[src/rtl/fpadd_pkg.sv]
package fpadd_pkg;

    localparam int EXP_W   = 8;
    localparam int FRAC_W  = 23;
    localparam int WORD_W  = 1 + EXP_W + FRAC_W;
    localparam int SIG_W   = FRAC_W + 1;          // significand with hidden bit
    localparam int NEAR_W  = SIG_W + 1;           // one extra bit for a 1-step offset
    localparam int FAR_W   = SIG_W + 4;           // three exact low bits plus sticky
    localparam int MANT_W  = SIG_W + 3;           // significand, guard, round, sticky
    localparam int EXPI_W  = EXP_W + 2;           // internal exponent with headroom
    localparam int ALN_W   = SIG_W + 26;          // alignment shifter width
    localparam int SHC_W   = 5;                   // capped alignment distance width
    localparam int LZC_W   = $clog2(NEAR_W + 1);

    localparam logic [EXP_W-1:0]  EXP_MAX = '1;
    localparam logic [WORD_W-1:0] QNAN    = {1'b0, EXP_MAX, 1'b1, {(FRAC_W-1){1'b0}}};

    typedef struct packed {
        logic              sign;      // sign of the larger-magnitude operand
        logic              eff_sub;   // signs differ after applying the operation
        logic              near;      // near path chosen
        logic              special;   // result fixed by NaN / infinity rules
        logic [WORD_W-1:0] spec_val;
    } ctl_t;

    typedef struct packed {
        ctl_t              ctl;
        logic [EXPI_W-1:0] exp_l;     // effective exponent of larger operand
        logic [SIG_W-1:0]  sig_l;
        logic [SIG_W-1:0]  sig_s;
        logic [EXP_W-1:0]  dexp;      // exponent distance, never negative
    } unp_t;

    typedef struct packed {
        logic [EXPI_W-1:0] exp;
        logic [MANT_W-1:0] mant;      // [MANT_W-1] set means normal
    } norm_t;

    function automatic logic [LZC_W-1:0] lead_zeros(input logic [NEAR_W-1:0] v);
        logic [LZC_W-1:0] n;
        n = LZC_W'(NEAR_W);
        for (int i = 0; i < NEAR_W; i++)
            if (v[i]) n = LZC_W'(NEAR_W - 1 - i);
        return n;
    endfunction

endpackage

[src/rtl/fpadd_unpack.sv]
module fpadd_unpack
    import fpadd_pkg::*;
(
    input  logic [WORD_W-1:0] op_a,
    input  logic [WORD_W-1:0] op_b,
    input  logic              op_sub,
    output unp_t              unp
);
    logic [EXP_W-1:0]  ea, eb, ea_eff, eb_eff, e_l, e_s;
    logic [FRAC_W-1:0] fa, fb;
    logic [SIG_W-1:0]  sa_sig, sb_sig;
    logic              sgn_a, sgn_b, swap, eff_sub;
    logic              a_nan, b_nan, a_inf, b_inf, res_nan;
    logic              big_sign;

    always_comb begin
        ea     = op_a[WORD_W-2 -: EXP_W];
        eb     = op_b[WORD_W-2 -: EXP_W];
        fa     = op_a[FRAC_W-1:0];
        fb     = op_b[FRAC_W-1:0];
        sgn_a  = op_a[WORD_W-1];
        sgn_b  = op_b[WORD_W-1] ^ op_sub;
        eff_sub = sgn_a ^ sgn_b;

        ea_eff = (ea == '0) ? EXP_W'(1) : ea;
        eb_eff = (eb == '0) ? EXP_W'(1) : eb;
        sa_sig = {(ea != '0), fa};
        sb_sig = {(eb != '0), fb};

        a_nan  = (ea == EXP_MAX) && (fa != '0);
        b_nan  = (eb == EXP_MAX) && (fb != '0);
        a_inf  = (ea == EXP_MAX) && (fa == '0);
        b_inf  = (eb == EXP_MAX) && (fb == '0);
        res_nan = a_nan || b_nan || (a_inf && b_inf && eff_sub);

        // larger magnitude first; ties keep operand a first
        swap     = op_b[WORD_W-2:0] > op_a[WORD_W-2:0];
        e_l      = swap ? eb_eff : ea_eff;
        e_s      = swap ? ea_eff : eb_eff;
        big_sign = swap ? sgn_b : sgn_a;

        unp.exp_l = EXPI_W'(e_l);
        unp.sig_l = swap ? sb_sig : sa_sig;
        unp.sig_s = swap ? sa_sig : sb_sig;
        unp.dexp  = e_l - e_s;

        unp.ctl.sign     = big_sign;
        unp.ctl.eff_sub  = eff_sub;
        unp.ctl.near     = eff_sub && (unp.dexp <= EXP_W'(1));
        unp.ctl.special  = res_nan || a_inf || b_inf;
        unp.ctl.spec_val = res_nan ? QNAN : {big_sign, EXP_MAX, {FRAC_W{1'b0}}};
    end
endmodule

[src/rtl/fpadd_near.sv]
module fpadd_near
    import fpadd_pkg::*;
(
    input  logic              clk,
    input  logic [SIG_W-1:0]  sig_l,
    input  logic [SIG_W-1:0]  sig_s,
    input  logic              dist_one,
    input  logic [EXPI_W-1:0] exp_l,
    output norm_t             res
);
    // stage A: both alignments formed, the one selected by the distance is subtracted
    logic [NEAR_W-1:0] l_ext, s_d0, s_d1, diff_q;
    logic [EXPI_W-1:0] exp_q;

    always_comb begin
        l_ext = {sig_l, 1'b0};
        s_d0  = {sig_s, 1'b0};
        s_d1  = {1'b0, sig_s};
    end

    always_ff @(posedge clk) begin
        diff_q <= l_ext - (dist_one ? s_d1 : s_d0);
        exp_q  <= exp_l;
    end

    // stage B: leading-zero count, shift clamped at the minimum exponent
    logic [LZC_W-1:0]  lz;
    logic [EXPI_W-1:0] lim, sh;
    logic [NEAR_W-1:0] shifted;

    always_comb begin
        lz      = lead_zeros(diff_q);
        lim     = exp_q - EXPI_W'(1);
        sh      = (EXPI_W'(lz) > lim) ? lim : EXPI_W'(lz);
        shifted = diff_q << sh;
    end

    always_ff @(posedge clk) begin
        res.mant <= {shifted, 2'b00};
        res.exp  <= exp_q - sh;
    end
endmodule

[src/rtl/fpadd_far.sv]
module fpadd_far
    import fpadd_pkg::*;
(
    input  logic              clk,
    input  logic [SIG_W-1:0]  sig_l,
    input  logic [SIG_W-1:0]  sig_s,
    input  logic [EXP_W-1:0]  dexp,
    input  logic              eff_sub,
    input  logic [EXPI_W-1:0] exp_l,
    output norm_t             res
);
    localparam int LOW_W = ALN_W - (FAR_W - 1);

    // stage A: align the smaller operand, then add or subtract
    logic [SHC_W-1:0]  dcap;
    logic [ALN_W-1:0]  aligned;
    logic [FAR_W-1:0]  l_w, s_w;
    logic [FAR_W:0]    sum_q;
    logic              sub_q;
    logic [EXPI_W-1:0] exp_q;

    always_comb begin
        dcap    = (dexp > EXP_W'((1 << SHC_W) - 1)) ? '1 : dexp[SHC_W-1:0];
        aligned = {sig_s, {(ALN_W-SIG_W){1'b0}}} >> dcap;
        l_w     = {sig_l, 4'b0000};
        s_w     = {aligned[ALN_W-1 -: FAR_W-1], |aligned[LOW_W-1:0]};
    end

    always_ff @(posedge clk) begin
        sum_q <= eff_sub ? {1'b0, l_w - s_w} : ({1'b0, l_w} + {1'b0, s_w});
        sub_q <= eff_sub;
        exp_q <= exp_l;
    end

    // stage B: one-position normalization in either direction
    norm_t nxt;
    always_comb begin
        if (!sub_q) begin
            if (sum_q[FAR_W]) begin
                nxt.mant = {sum_q[FAR_W -: MANT_W-1], |sum_q[2:0]};
                nxt.exp  = exp_q + EXPI_W'(1);
            end else begin
                nxt.mant = {sum_q[FAR_W-1 -: MANT_W-1], |sum_q[1:0]};
                nxt.exp  = exp_q;
            end
        end else begin
            if (sum_q[FAR_W-1]) begin
                nxt.mant = {sum_q[FAR_W-1 -: MANT_W-1], |sum_q[1:0]};
                nxt.exp  = exp_q;
            end else begin
                nxt.mant = {sum_q[FAR_W-2 -: MANT_W-1], sum_q[0]};
                nxt.exp  = exp_q - EXPI_W'(1);
            end
        end
    end

    always_ff @(posedge clk) res <= nxt;
endmodule

[src/rtl/fpadd_round.sv]
module fpadd_round
    import fpadd_pkg::*;
(
    input  norm_t             val,
    input  logic              sign,
    input  logic              eff_sub,
    input  logic              special,
    input  logic [WORD_W-1:0] spec_val,
    output logic [WORD_W-1:0] result
);
    logic              lsb, grd, rest, up;
    logic [SIG_W:0]    inc;
    logic [SIG_W-1:0]  sig;
    logic [EXPI_W-1:0] e;
    logic [EXP_W-1:0]  efield;

    always_comb begin
        lsb  = val.mant[3];
        grd  = val.mant[2];
        rest = val.mant[1] | val.mant[0];
        up   = grd & (rest | lsb);
        inc  = {1'b0, val.mant[MANT_W-1:3]} + (SIG_W+1)'(up);
        if (inc[SIG_W]) begin
            sig = inc[SIG_W:1];
            e   = val.exp + EXPI_W'(1);
        end else begin
            sig = inc[SIG_W-1:0];
            e   = val.exp;
        end
        efield = sig[SIG_W-1] ? e[EXP_W-1:0] : '0;

        if (special)
            result = spec_val;
        else if (val.mant == '0)
            result = {sign & ~eff_sub, {(WORD_W-1){1'b0}}};
        else if (sig[SIG_W-1] && (e >= EXPI_W'(EXP_MAX)))
            result = {sign, EXP_MAX, {FRAC_W{1'b0}}};
        else
            result = {sign, efield, sig[FRAC_W-1:0]};
    end
endmodule

[src/rtl/fpadd_dual.sv]
module fpadd_dual
    import fpadd_pkg::*;
(
    input  logic        clk,
    input  logic        rst,
    input  logic        in_valid,
    output logic        in_ready,
    input  logic [31:0] in_a,
    input  logic [31:0] in_b,
    input  logic        in_sub,
    output logic        out_valid,
    output logic [31:0] out_result
);
    localparam int DEPTH = 3;   // control stages ahead of the output register

    unp_t              unp_c, s1;
    ctl_t              ctl2, ctl3;
    logic [DEPTH-1:0]  vld;
    norm_t             near_r, far_r, pick;
    logic [WORD_W-1:0] rnd;

    assign in_ready = ~rst;

    fpadd_unpack u_unpack (
        .op_a  (in_a),
        .op_b  (in_b),
        .op_sub(in_sub),
        .unp   (unp_c)
    );

    always_ff @(posedge clk) begin
        s1   <= unp_c;
        ctl2 <= s1.ctl;
        ctl3 <= ctl2;
        if (rst) vld <= '0;
        else     vld <= {vld[DEPTH-2:0], in_valid & in_ready};
    end

    fpadd_near u_near (
        .clk     (clk),
        .sig_l   (s1.sig_l),
        .sig_s   (s1.sig_s),
        .dist_one(s1.dexp[0]),
        .exp_l   (s1.exp_l),
        .res     (near_r)
    );

    fpadd_far u_far (
        .clk    (clk),
        .sig_l  (s1.sig_l),
        .sig_s  (s1.sig_s),
        .dexp   (s1.dexp),
        .eff_sub(s1.ctl.eff_sub),
        .exp_l  (s1.exp_l),
        .res    (far_r)
    );

    assign pick = ctl3.near ? near_r : far_r;

    fpadd_round u_round (
        .val     (pick),
        .sign    (ctl3.sign),
        .eff_sub (ctl3.eff_sub),
        .special (ctl3.special),
        .spec_val(ctl3.spec_val),
        .result  (rnd)
    );

    always_ff @(posedge clk) begin
        if (rst) begin
            out_valid  <= 1'b0;
            out_result <= '0;
        end else begin
            out_valid  <= vld[DEPTH-1];
            out_result <= rnd;
        end
    end
endmodule

[config.mk]
export PLATFORM = sky130hd
export DESIGN_NAME = fpadd_dual
export DESIGN_NICKNAME = d
export VERILOG_FILES = /design/src/rtl/fpadd_pkg.sv /design/src/rtl/fpadd_unpack.sv /design/src/rtl/fpadd_near.sv /design/src/rtl/fpadd_far.sv /design/src/rtl/fpadd_round.sv /design/src/rtl/fpadd_dual.sv
export SDC_FILE = /design/constraint.sdc
export NUM_CORES = 1
export LEC_CHECK = 0
export ABC_CLOCK_PERIOD_IN_PS = 6640
export BUFFER_PORTS_ARGS = -buffer_cell sky130_fd_sc_hd__clkbuf_2
export CAP_MARGIN = 15
export CORE_MARGIN = 5
export CORE_UTILIZATION = 50
export CTS_CLUSTER_SIZE = 14
export DETAILED_ROUTE_END_ITERATION = 12
export GPL_ROUTABILITY_DRIVEN = 0
export PLACE_DENSITY = 0.67
export SKIP_LAST_GASP = 1
export SYNTH_ARGS = -nofsm -noshare
export SYNTH_HDL_FRONTEND = slang
export SYNTH_HIERARCHICAL = 1
export SYNTH_SLANG_ARGS = --single-unit
[constraint.sdc]
create_clock -name clk -period 6.64 [get_ports clk]
set_clock_uncertainty 0.1 [all_clocks]
set_input_delay 1.328 -clock clk [delete_from_list [all_inputs] [get_ports clk]]
set_output_delay 1.328 -clock clk [all_outputs]
set_load 0.03 [all_outputs]
**Word level (Yosys, flattened, before mapping)**

Cells that the tools add are included.

- Input bits: 68
- Word-level logic and storage cells: 129
- Output and inout bits: 34
- Register bits: 342

- Shift-type cells: 2
- Add/subtract/negate cells: 9
- Reductions and logical operators: 24
- Equal/unequal tests: 2
- Bitwise operators: 9
- Order comparisons: 5
- Multiplexer cells: 47

Operator list:

| operator | number |
|---|---|
| $mux 37 | 4 |
| $mux 5 | 17 |
| $mux 24 | 3 |
| $mux 32 | 2 |
| $shr 50x5->50 | 1 |
| $logic_not 23->1 | 2 |
| $reduce_bool 23->1 | 2 |
| $mux 8 | 5 |
| $mux 4 | 8 |
| $gt 31x31->1 | 1 |
| $mux 31 | 1 |
| $add 28x28->29 | 1 |
| $mux 28 | 1 |
| $sub 28x28->28 | 1 |
| $logic_not 27->1 | 1 |
| $add 24x1->25 | 1 |
| $mux 25 | 1 |
| $shl 25x10->25 | 1 |
| $sub 25x25->25 | 1 |
| $mux 23 | 1 |
| $reduce_or 23->1 | 1 |
| $mux 10 | 2 |
| $eq 8x8->1 const B | 2 |
| $logic_not 8->1 | 2 |
| other kinds (19) | 36 |

**Depth between registers and ports, before layout**

- Word-level depth: 28
- Gate-level depth with buffers: 25
- Mapped depth without buffers: 21

**Cells and area by module**

Netlist, hierarchy kept.

Modules (own cells, without submodules):

| module | area an instance (µm²) | cells each | instances |
|---|---|---|---|
| fpadd_far | 7292.0 | 951 | 1 |
| fpadd_dual | 5048.6 | 291 | 1 |
| fpadd_near | 4946.0 | 590 | 1 |
| fpadd_unpack | 2692.6 | 305 | 1 |
| fpadd_round | 1801.7 | 287 | 1 |

**Worst setup path after synthesis**

Ideal clock, no wire load.

- Path kind: reg-to-reg
- Start point: reg s1[7] (netlist bit)
- End point: reg u_far.sum_q[22]
- Path slack: 1.351 ns
- Required time: 6.414 ns
- Period minus slack after synthesis: 5.289 ns
- Setup time: 0.126 ns
- Cell stages (with the launch flop): 25
- Arrival: 5.063 ns
- Cells stage by stage: dfxtp_1 buf_4 or4_1 buf_2 buf_1 clkbuf_1 and3_1 a31oi_1 nand2_1 and3_1 a311o_1 o31ai_1 and2_1 ha_1 nor2b_1 o21a_1 o21ai_0 a31oi_1 a221o_1 a211o_1 a21oi_1 o31ai_1 a2111oi_0 a21oi_1 xnor2_1

- Word-level cells in the longest chain between the ends: 6

Ends and longest elaborated chain:

| element | RTL line | RTL |
|---|---|---|
| start: declaration | fpadd_dual.sv:16 | `unp_t unp_c, s1;` |
| start signal: assignment | fpadd_dual.sv:32 | `s1 <= unp_c;` |
| $gt 8x5->1 * | fpadd_far.sv:23 | `dcap = (dexp > EXP_W'((1 << SHC_W) - 1)) ? '1 : dexp[SHC_W-1:0];` |
| $mux 5 * | fpadd_far.sv:23 |  |
| $shr 50x5->50 * | fpadd_far.sv:24 | `aligned = {sig_s, {(ALN_W-SIG_W){1'b0}}} >> dcap;` |
| $reduce_or 23->1 | fpadd_far.sv:26 | `s_w = {aligned[ALN_W-1 -: FAR_W-1], \|aligned[LOW_W-1:0]};` |
| $add 28x28->29 / $sub 28x28->28 (equally long branches) | fpadd_far.sv:30 | `sum_q <= eff_sub ? {1'b0, l_w - s_w} : ({1'b0, l_w} + {1'b0, s_w});` |
| $mux 28 * | fpadd_far.sv:30 |  |
| end signal: assignment | fpadd_far.sv:30 |  |
| end: declaration | fpadd_far.sv:18 | `logic [FAR_W:0] sum_q;` |

Every way passes the cells marked *; elsewhere a longest branch is shown, timed or not.
A chain may end at the register's enable or synchronous reset.

**Final worst setup path**

- Start point: reg s1[0] (netlist bit)
- End point: reg u_far.sum_q[22]

- Word-level cells in the longest chain between the ends: 6

Ends and longest elaborated chain:

| element | RTL line |
|---|---|
| $gt 8x5->1 | fpadd_far.sv:23 |
| $mux 5 * | fpadd_far.sv:23 |
| $shr 50x5->50 * | fpadd_far.sv:24 |
| $reduce_or 23->1 | fpadd_far.sv:26 |
| $add 28x28->29 / $sub 28x28->28 (equally long branches) | fpadd_far.sv:30 |
| $mux 28 * | fpadd_far.sv:30 |

Marked as above.

==> results.md <==
Logic synthesis:
- After synthesis the netlist holds a flip-flop and latch count of 357.
- The number of different library cells in the post-synthesis netlist is 108.
- Yosys printed 6 warnings.
- After synthesis, the mean cell area works out to 8.99 sq um.
- The share of the synthesized area in compound gates (AO/OA/AOI/OAI) is 18.6%.
- Summing the areas of all and, or, nand and nor instances in the mapped netlist gives 17.0% of the synthesized area.
- The synthesized design contains 0 enable-type register cells.
- After technology mapping, the gate count stands at 2424.
- The most used flip-flop cell after synthesis is sky130_fd_sc_hd__dfxtp_1.
- After synthesis, the largest family of logic cells by area is compound AO/OA/AOI/OAI gates.
- The cell area after technology mapping is 21800 sq um.
- Measured against the total synthesized area, the mux share comes to 12.7%.
- The share of the synthesized netlist area taken by xor and xnor gates is 3.90%.
- The share of flip-flops with an asynchronous set or reset is 0%.
- The sequential share of the synthesized area is 32.8%.
- The adder and majority gate portion of the synthesized area is 7.89%.

Routing:
- For this block, wires on met1 add up to 24.9 mm.
- The first-pass iteration count of the detailed router is 7.
- The total vias in the final route is 18100.
- The routed wirelength normalized by instance count is 18.7 microns.
- Summed over all nets, wire length on met3 after detailed routing comes to 4.00 mm.
- The detail route stage leaves a number of antenna-violating nets equal to 0.
- The total length of routed met2 wires is 26.1 mm.
- The detailed router's first-iteration violation count is 1693.
- Signal routing reaches up to met4.
- In the routed design, unresolved DRC markers number 0.
- After detailed routing, the number of vias per cell comes to 5.89.
- For this block, the routed nets add up to 57.5 mm of wire.

Floorplanning:
- During I/O placement, the number of pins put on the boundary was 102.
- The floorplan step defined a die boundary enclosing 47800 sq um.
- In this run the core area contains 76 standard-cell rows.
- The die is 219 microns wide.
- Measured along the y axis, the die boundary spans 219 microns.
- The core footprint is 43100 sq um.
- The initial utilization of the core area, before any placement, comes to 50.6%.

Critical path:
- The largest incremental delay on the critical path is 0.46 ns.
- The largest individual stage delay along the critical path comes from the cell sky130_fd_sc_hd__a2111oi_0.
- Data arrives at the worst endpoint at 6.14 ns.
- The highest fanout seen on the critical path is 26.
- The critical path capture point type is a register.
- The setup path with the least slack is of type reg2reg.
- STA puts the critical path data required time at 6.97 ns.
- The signal on the critical path passes through nor4_2 -> buf_4 -> mux2i_1 -> mux2i_1 -> nand2_1 -> and3_1 -> a311o_1 -> o31ai_1 -> and2_1 -> ha_1 -> nor2b_1 -> o21a_1 -> o21ai_0 -> a31oi_1 -> a221o_1 -> a211o_1 -> a21oi_1 -> o31ai_1 -> a2111oi_0 -> a21oi_1 -> xnor2_1.
- The startpoint type of the worst setup path is a register.

Timing:
- The highest clock rate is 172 MHz.
- Setup repair after global routing left no endpoint under its margin.
- In this run the tightest slew margin relative to its limit is 25.9%.
- The slew at the pin closest to its max-slew limit is 1.11 ns.
- The final critical delay including setup and external delays is 5.81 ns.
- The post-route setup TNS is 0 ns.
- Setup violations remaining at the end of the flow were counted as 0.
- The number of pins exceeding their max-slew limit in the final report is 0.
- The final number of hold-violating endpoints is 0.
- The final critical path takes up 87.5% of the cycle.

Status:
- The flow ran to the end, and the final reports show no timing, DRC or antenna violations.

Layout:
- Of the cells placed in the final design, the portion with a size suffix greater than 1 is 14.2%.
- Excluding fillers, the count of instances in the completed layout stands at 3075.
- In the final layout, the multi-input gates occupy 13300 sq um.
- Compared with the post-synthesis result, the final layout area differs by 8.42%.
- The filler cell count in the final layout is 3947.
- The finished cells cover 23600 sq um.
- The sequential cell area is 7150 sq um.
- The count of inserted antenna diode cells is 0.
- The final net count is 2666.

Placed design:
- The detailed-placement wirelength estimate is 44.6 mm.
- The number of placed instances, taps included is 3006.
- Summing all placed instances gives a cell area of 22300 sq um.
- Buffers placed on the I/O ports in this run total 101.

Global route:
- Global routing finished with a remaining overflow of 0.
- The maximum number of pins on one net before global-route repair is 55.
- In the global route stage, overall resource usage came out at 23.6%.
- The number of antenna violations at the first check in global routing is 1.
- The via count of the first global-routing pass is 17300.
- The first global-routing pass estimated 92.2 mm of wire.

Clock network:
- The buffer depth of the longest clock path is 3.
- In this run, post-CTS hold repair placed 0 buffers.
- The post-CTS setup-driven buffer insertion count is 0.
- The number of gates given a new drive strength after cts is 0.
- The total number of clock tree sinks is 357.
- The TritonCTS clock tree is yes.
- The total CTS buffers is 39.
- The cell at the root of the clock tree is sky130_fd_sc_hd__clkbuf_16.
- The clock reaches the later pin of the worst-skew pair after 0.57 ns.
- In this run the number of H-tree levels came out at 2.
- Clock-pin slew was measured on the worst setup and hold paths at 0.06 ns.

Job:
- The total of max-cap violations is 0.

Pwr:
- Across the VDD grid, the largest voltage drop is 218 uV.
- The leakage dissipation is 10.2 nW.
- The total power after layout is 9.16 mW.
- In this run the power density over the cells is 388 nW/um^2.

Min path:
- The path class of the tightest hold or removal check is reg2reg.
cells in the final DEF, fill, tap and decap left out, drive strengths merged, types with 69 or more instances in the layout:
cell    instances
dfxtp         357
nand2         163
a21oi         152
a211oi         99
clkbuf        152
o21ai         112
mux2          105
ha            131
mux2i         116
nor2          140
nor3           69
nor2b          75
inv           142
critical path: cells and delay by family (launching register included):
family	cells	cell delay, ns
AOI/OAI and AO/OA	11	2.63
xor gates and xnor gates	1	0.16
adders and majority gates	1	0.31
buffers and inverters	1	0.42
DFF	1	0.45
muxes	2	0.53
and+or+nand+nor	5	1.05
cell families after synthesis:
group | Yosys count
AND/OR/NAND/NOR | 702
AO/OA/AOI/OAI | 606
flip-flops | 357
buffers and inverters | 298
multiplexers | 225
adder cells (fa/ha/maj) | 135
XOR/XNOR | 97
other | 4
synth_stat cells (31+ instances only):
library cell	number	area (sq um)
sky130_fd_sc_hd__inv_1	135	507
sky130_fd_sc_hd__nor3_1	68	340
sky130_fd_sc_hd__mux2i_1	115	1150
sky130_fd_sc_hd__nor2b_1	75	469
sky130_fd_sc_hd__nand2_1	162	608
sky130_fd_sc_hd__a21o_1	31	233
sky130_fd_sc_hd__xor2_1	32	280
sky130_fd_sc_hd__a21oi_1	150	751
sky130_fd_sc_hd__a211oi_1	97	728
sky130_fd_sc_hd__ha_1	131	1640
sky130_fd_sc_hd__nor4_1	44	275
sky130_fd_sc_hd__nor2_1	139	522
sky130_fd_sc_hd__o21ai_0	108	541
sky130_fd_sc_hd__clkbuf_1	64	240
sky130_fd_sc_hd__xnor2_1	65	569
sky130_fd_sc_hd__dfxtp_1	357	7150
sky130_fd_sc_hd__buf_4	48	360
sky130_fd_sc_hd__mux2_4	84	1260
sky130_fd_sc_hd__nand3_1	53	265
stage by stage:
| step | hold slack (ns) | utilization [%] | setup WS [ns] |
|---|---|---|---|
| after global placement | 0.210 | 51.9 | 1.09 |
| after CTS | 0.222 | 54.8 | 0.976 |
| after floorplan | 0.210 | - | 1.35 |
| final | 0.220 | 54.8 | 0.828 |
| after detailed placement | 0.212 | 51.9 | 1.00 |
| after global routing | 0.227 | 54.8 | 0.470 |
per-layer routing:
layer  track usage (%)  vias to the layer above
met5                 0                        -
met4              9.27                        0
met3              4.39                      165
met2              38.3                      715
met1              31.3                     8440
li1                  -                     8779
final cells by class:
class | instances | area share (%)
clock buffers | 51 | 4.62
clock inverters | 17 | 0.673
inverters | 138 | 2.19
multi-input cells | 1800 | 56.2
flip-flops and latches | 357 | 30.3
well taps | 585 | 3.10
repair buffers | 127 | 2.98
sequential cells by signal, summed over array words and instances, names as in the netlist, 25 cells and up:
register	count
ctl3	36
u_far/res	37
u_far/sum_q	29
s1	102
u_near/diff_q	25
u_near/res	35
ctl2	36
out_result	32
worst paths after layout:
kind	start	endpoint	slack, ns	depth (start not counted)
worst max-delay path	s1[0]$_DFF_P_	u_far/sum_q[22]$_DFF_P_	0.83	21
worst min-delay path	s1[90]$_DFF_P_	ctl2[24]$_DFF_P_	0.22	0
worst max register to register	s1[0]$_DFF_P_	u_far/sum_q[22]$_DFF_P_	0.83	21
worst min register to register	s1[90]$_DFF_P_	ctl2[24]$_DFF_P_	0.22	0
where the power goes:
part	switching, mW	leakage [nW]	internal, mW
Clock	0.869	0.611	1.21
Combinational	2.35	6.57	1.59
Sequential	0.489	3.00	2.65
(Power assumes the default switching activity.)
